==> src/rtl/shutter_pkg.sv <==
package shutter_pkg;

  // Command strobes from the control FSM to the counter datapath.
  typedef struct packed {
    logic load;   // capture the selected length into the counter
    logic step;   // count down one cycle of the running exposure
  } shutter_cmd_t;

  typedef enum logic {
    ST_IDLE = 1'b0,
    ST_OPEN = 1'b1
  } shutter_state_e;

endpackage

==> src/rtl/shutter_dpath.sv <==
module shutter_dpath
  import shutter_pkg::*;
#(
  parameter int unsigned SEL_W = 2,
  parameter int unsigned NUM_SEL = 4,
  parameter int unsigned DUR_TABLE [NUM_SEL] = '{3, 10, 20, 40},
  parameter int unsigned CNT_W = 6
) (
  input  logic             clk,
  input  logic             rst,
  input  shutter_cmd_t     cmd,
  input  logic [SEL_W-1:0] lenSel,
  output logic             cntZero
);

  logic [CNT_W-1:0] loadVal [NUM_SEL];
  logic [CNT_W-1:0] remain;

  // Remaining-cycle preload for every table entry.
  for (genvar g = 0; g < NUM_SEL; g++) begin : g_load
    assign loadVal[g] = CNT_W'(DUR_TABLE[g] - 1);
  end

  always_ff @(posedge clk or posedge rst) begin
    if (rst) begin
      remain <= '0;
    end else if (cmd.load) begin
      remain <= loadVal[lenSel];
    end else if (cmd.step && remain != '0) begin
      remain <= remain - 1'b1;
    end
  end

  assign cntZero = (remain == '0);

endmodule

==> src/rtl/shutter_ctrl.sv <==
module shutter_ctrl
  import shutter_pkg::*;
(
  input  logic         clk,
  input  logic         rst,
  input  logic         startPulse,
  input  logic         cntZero,
  output shutter_cmd_t cmd,
  output logic         shutterOpen
);

  shutter_state_e state, stateNext;

  always_comb begin
    stateNext = state;
    cmd       = '0;
    unique case (state)
      ST_IDLE: begin
        if (startPulse) begin
          cmd.load  = 1'b1;
          stateNext = ST_OPEN;
        end
      end
      ST_OPEN: begin
        cmd.step = 1'b1;
        if (cntZero) stateNext = ST_IDLE;
      end
      default: stateNext = ST_IDLE;
    endcase
  end

  always_ff @(posedge clk or posedge rst) begin
    if (rst) state <= ST_IDLE;
    else     state <= stateNext;
  end

  // Moore output straight from the state register: glitch free.
  assign shutterOpen = (state == ST_OPEN);

endmodule

==> src/rtl/shutter_timer.sv <==
module shutter_timer #(
  parameter int unsigned SEL_W = 2,
  parameter int unsigned DUR_TABLE [2**SEL_W] = '{3, 10, 20, 40}
) (
  input  logic             clk,
  input  logic             rst,
  input  logic             startPulse,
  input  logic [SEL_W-1:0] lenSel,
  output logic             shutterOpen
);
  import shutter_pkg::*;

  localparam int unsigned NUM_SEL = 2**SEL_W;

  function automatic int unsigned longestDur();
    int unsigned m = 1;
    for (int i = 0; i < NUM_SEL; i++) begin
      if (DUR_TABLE[i] > m) m = DUR_TABLE[i];
    end
    return m;
  endfunction

  localparam int unsigned CNT_W = $clog2(longestDur() + 1);

  shutter_cmd_t cmd;
  logic         cntZero;

  shutter_ctrl u_ctrl (
    .clk        (clk),
    .rst        (rst),
    .startPulse (startPulse),
    .cntZero    (cntZero),
    .cmd        (cmd),
    .shutterOpen(shutterOpen)
  );

  shutter_dpath #(
    .SEL_W    (SEL_W),
    .NUM_SEL  (NUM_SEL),
    .DUR_TABLE(DUR_TABLE),
    .CNT_W    (CNT_W)
  ) u_dpath (
    .clk    (clk),
    .rst    (rst),
    .cmd    (cmd),
    .lenSel (lenSel),
    .cntZero(cntZero)
  );

endmodule

==> config.mk <==
export PLATFORM = sky130hd
export DESIGN_NAME = shutter_timer
export DESIGN_NICKNAME = d
export VERILOG_FILES = /design/src/rtl/shutter_pkg.sv /design/src/rtl/shutter_dpath.sv /design/src/rtl/shutter_ctrl.sv /design/src/rtl/shutter_timer.sv
export SDC_FILE = /design/constraint.sdc
export NUM_CORES = 1
export LEC_CHECK = 0
export ABC_AREA = 1
export BUFFER_PORTS_ARGS = -buffer_cell sky130_fd_sc_hd__buf_2
export CORE_AREA = 3 3 40 42
export CTS_BUF_LIST = sky130_fd_sc_hd__clkbuf_2
export DETAILED_ROUTE_END_ITERATION = 7
export DIE_AREA = 0 0 43 45
export PLACE_DENSITY = 0.59
export SYNTH_ARGS = -nofsm -noshare
export SYNTH_HDL_FRONTEND = slang
export SYNTH_SLANG_ARGS = --single-unit
==> constraint.sdc <==
create_clock -name clk -period 1.68 [get_ports clk]
set_input_delay 0.084 -clock clk [delete_from_list [all_inputs] [get_ports clk]]
set_output_delay 0.084 -clock clk [all_outputs]
set_load 0.05 [all_outputs]
==> run_results.csv <==
group,metric,value,unit
cts,cts-buffers-inserted,3,
die,core,1285,sq um
yosys,synth_top_area_share,37.63,%
die,die_w,43,um
timing,hold_violations,0,
setup_path,cp_max_fo,7,
timing,fin_skew,0.009906,ns
finish,drive_gt1_share,23.29,%
grt,grt_pass1_wl,1.669,mm
timing,fmax,695.6,MHz
place,finalWeightedCongestion,0.7782,
routing,wirelength,992,um
timing,fin_crit,1.438,ns
setup_path,cp.arrival,1.59,ns
timing,maxSlewViolCount,0,
die,die_h,45,um
finish,syn2layout_area_growth,15.86,%
yosys,synth_area_leader_cell,"dfrtp_1",
yosys,synthCells,63,
die,core.rowCount,13,
cts,h-tree-depth,1,
place,place_hpwl,725.4,um
routing,drc,0,
setup_path,r2r_slack,0.24,ns
setup_path,cp-start-kind,"register",
cts,cts_tree,"built",
min_path,min_path_type,"primary input to register",
yosys,yosys-top-cells-area,"dfrtp_1 (38%), nand2_1 (9.7%), nor2_1 (8.1%)",
pwr,power-per-cell-area,1973,nW/um^2
yosys,syn_area,465.4,sq um
setup_path,reg2reg_depth,8,
yosys,ys_top_cells_by_count,"nand2_1 (12), nor2_1 (10), dfrtp_1 (7), inv_1 (7), nand3_1 (7)",
cts,cts_root_buf,"clkbuf_2",
routing,firstDrtPassIters,4,
routing,drtAntennaViolNets,0,
min_path,holdPathStages,4,
yosys,syn-num-nets,70,
timing,setup_tns,0,ns
timing,period_share,85.58,%
yosys,synth-async-reset-ratio,100.0,%
outcome,outcome,"finished, final reports clean",
run,maxCapViolations,0,
setup_path,path_class,"register to register",
timing,tightestPinTransition,0.2817,ns
place,portBuffers,5,
yosys,yosys_warnings,0,
cts,clockBufferDepth,2,
timing,setup_viol,0,
yosys,synth.distinct_cells,18,
grt,grt_overflow_total,0,
yosys,syn_avg_cell_area,7.388,sq um
finish,layout.nets,81,
setup_path,r2r_end,"u_dpath.remain[4]",
min_path,worstHoldEndpoint,"u_dpath.remain[4]",
routing,wl_per_cell,11.27,um
grt,grt_max_degree,11,
grt,antenna_found_initial,0,
min_path,min-delay-start,"lenSel[0]",
yosys,synth_most_common_cell,"nand2_1",
routing,viasPerCell,4.875,
cts,clkTransAtPathRegs,0.09,ns
pwr,vdd_ir_drop_max,662.3,uV
setup_path,reg2reg_from,"u_dpath.remain[0]",
setup_path,endpoint_kind,"register",
yosys,ys_seq_area_share,37.63,%
cts,clkLatencyLatePin,0.25,ns
pwr,p_leak,0.2826,nW
yosys,ys_ff_latch,7,
yosys,synth-main-ff-cell,"dfrtp_1",
cts,cts_setup_buffers,0,
pwr,total_power,1.064,mW
finish,insertedDiodeCount,0,
die,fp.dieArea,1935,sq um
die,io_pins,6,
setup_path,cp.required,1.83,ns
routing,drt-initial-drc-count,2,
cts,clock_sinks,7,
timing,relSlewSlack,81.20,%
grt,grt_pass1_vias,389,
routing,vias,429,
timing,rsz0062_at_grt,"false",
die,start_util,36.22,%
grt,track_usage,12.25,%
yosys,synth-edff-count,0,
[power breakdown]
group / switching (mW) / internal [mW]
clock: 0.0735 / 0.0632
combinational: 0.373 / 0.209
sequential: 0.0877 / 0.258
total: 0.534 / 0.530
[flip-flops by register name (all words and copies together), names as in the netlist]
signal,flops
u_ctrl.shutterOpen,1
u_dpath.remain,6
[through the flow]
step / setup slack (ns) / utilization (%) / area, sq um / hold slack [ns] / cells
5_1_grt: 0.09008 / 41.97 / 539.3 / 0.1933 / 88
6_report: 0.2423 / 41.97 / 539.3 / 0.1595 / 88
2_1_floorplan: 0.3188 / - / 465.4 / -0.1126 / 63
4_1_cts: 0.2443 / 41.97 / 539.3 / 0.1451 / 88
3_3_place_gp: 0.2600 / 39.63 / 509.2 / 0.02809 / 83
3_5_place_dp: 0.2594 / 39.63 / 509.2 / 0.03820 / 83
[worst max path at each step]
stage,from,end
floorplan,u_dpath.remain[0],u_dpath.remain[4]
CTS,u_dpath.remain[0],u_dpath.remain[4]
detailed placement,u_dpath.remain[0],u_dpath.remain[4]
global placement,u_dpath.remain[0],u_dpath.remain[4]
finish,u_dpath.remain[0],u_dpath.remain[4]
global route,u_dpath.remain[0],u_dpath.remain[4]
[layer usage]
metal / part of all wire [%] / global-route usage, % / vias up
met3: 4.4 / 3.984 / 5
met1: 51 / 16.01 / 189
li1: - / - / 226
met5: 0 / 0 / -
met2: 41 / 16.77 / 9
met4: 3.6 / 9.036 / 0
[cells in the final DEF (no fill, tap or decap), drive strengths merged]
cell         instances
dfrtp                7
dlygate4sd3          1
a21oi                2
inv                  8
nand3                8
ha                   2
o21ai                5
or2                  1
nand2               15
nand4                1
nand3b               1
nor2                12
clkbuf               4
o22ai                1
buf                  5
[area by class of cell]
type	count	area, sq um
repair buffers	6	35.03
flip-flops and latches	7	175.2
fillers	135	745.7
clock buffers	4	20.02
well taps	15	18.77
inverters	8	30.03
multi-input cells	48	260.3
[worst max-delay path, cell delays in order (launching register included)]
cell and delay [ns]:
dfrtp_1 0.38, inv_1 0.17, ha_1 0.18, inv_1 0.04, or2_2 0.29, nor2_1 0.09
nand3_1 0.07, nand3_1 0.07, nand2_1 0.05
[kinds of logic after synthesis]
group,synth area share (%)
AO/OA/AOI/OAI,8.871
adder cells (fa/ha/maj),5.375
buffers and inverters,6.452
flip-flops,37.63
AND/OR/NAND/NOR,41.67
[repair_timing]
item	4_1_cts	5_1_grt
hold buffers	1	0
hold endpoints to repair	7	0
endpoints found under the setup margin	0	0
gates resized for setup	0	0
Note: power is estimated with default switching activity, not from simulation.
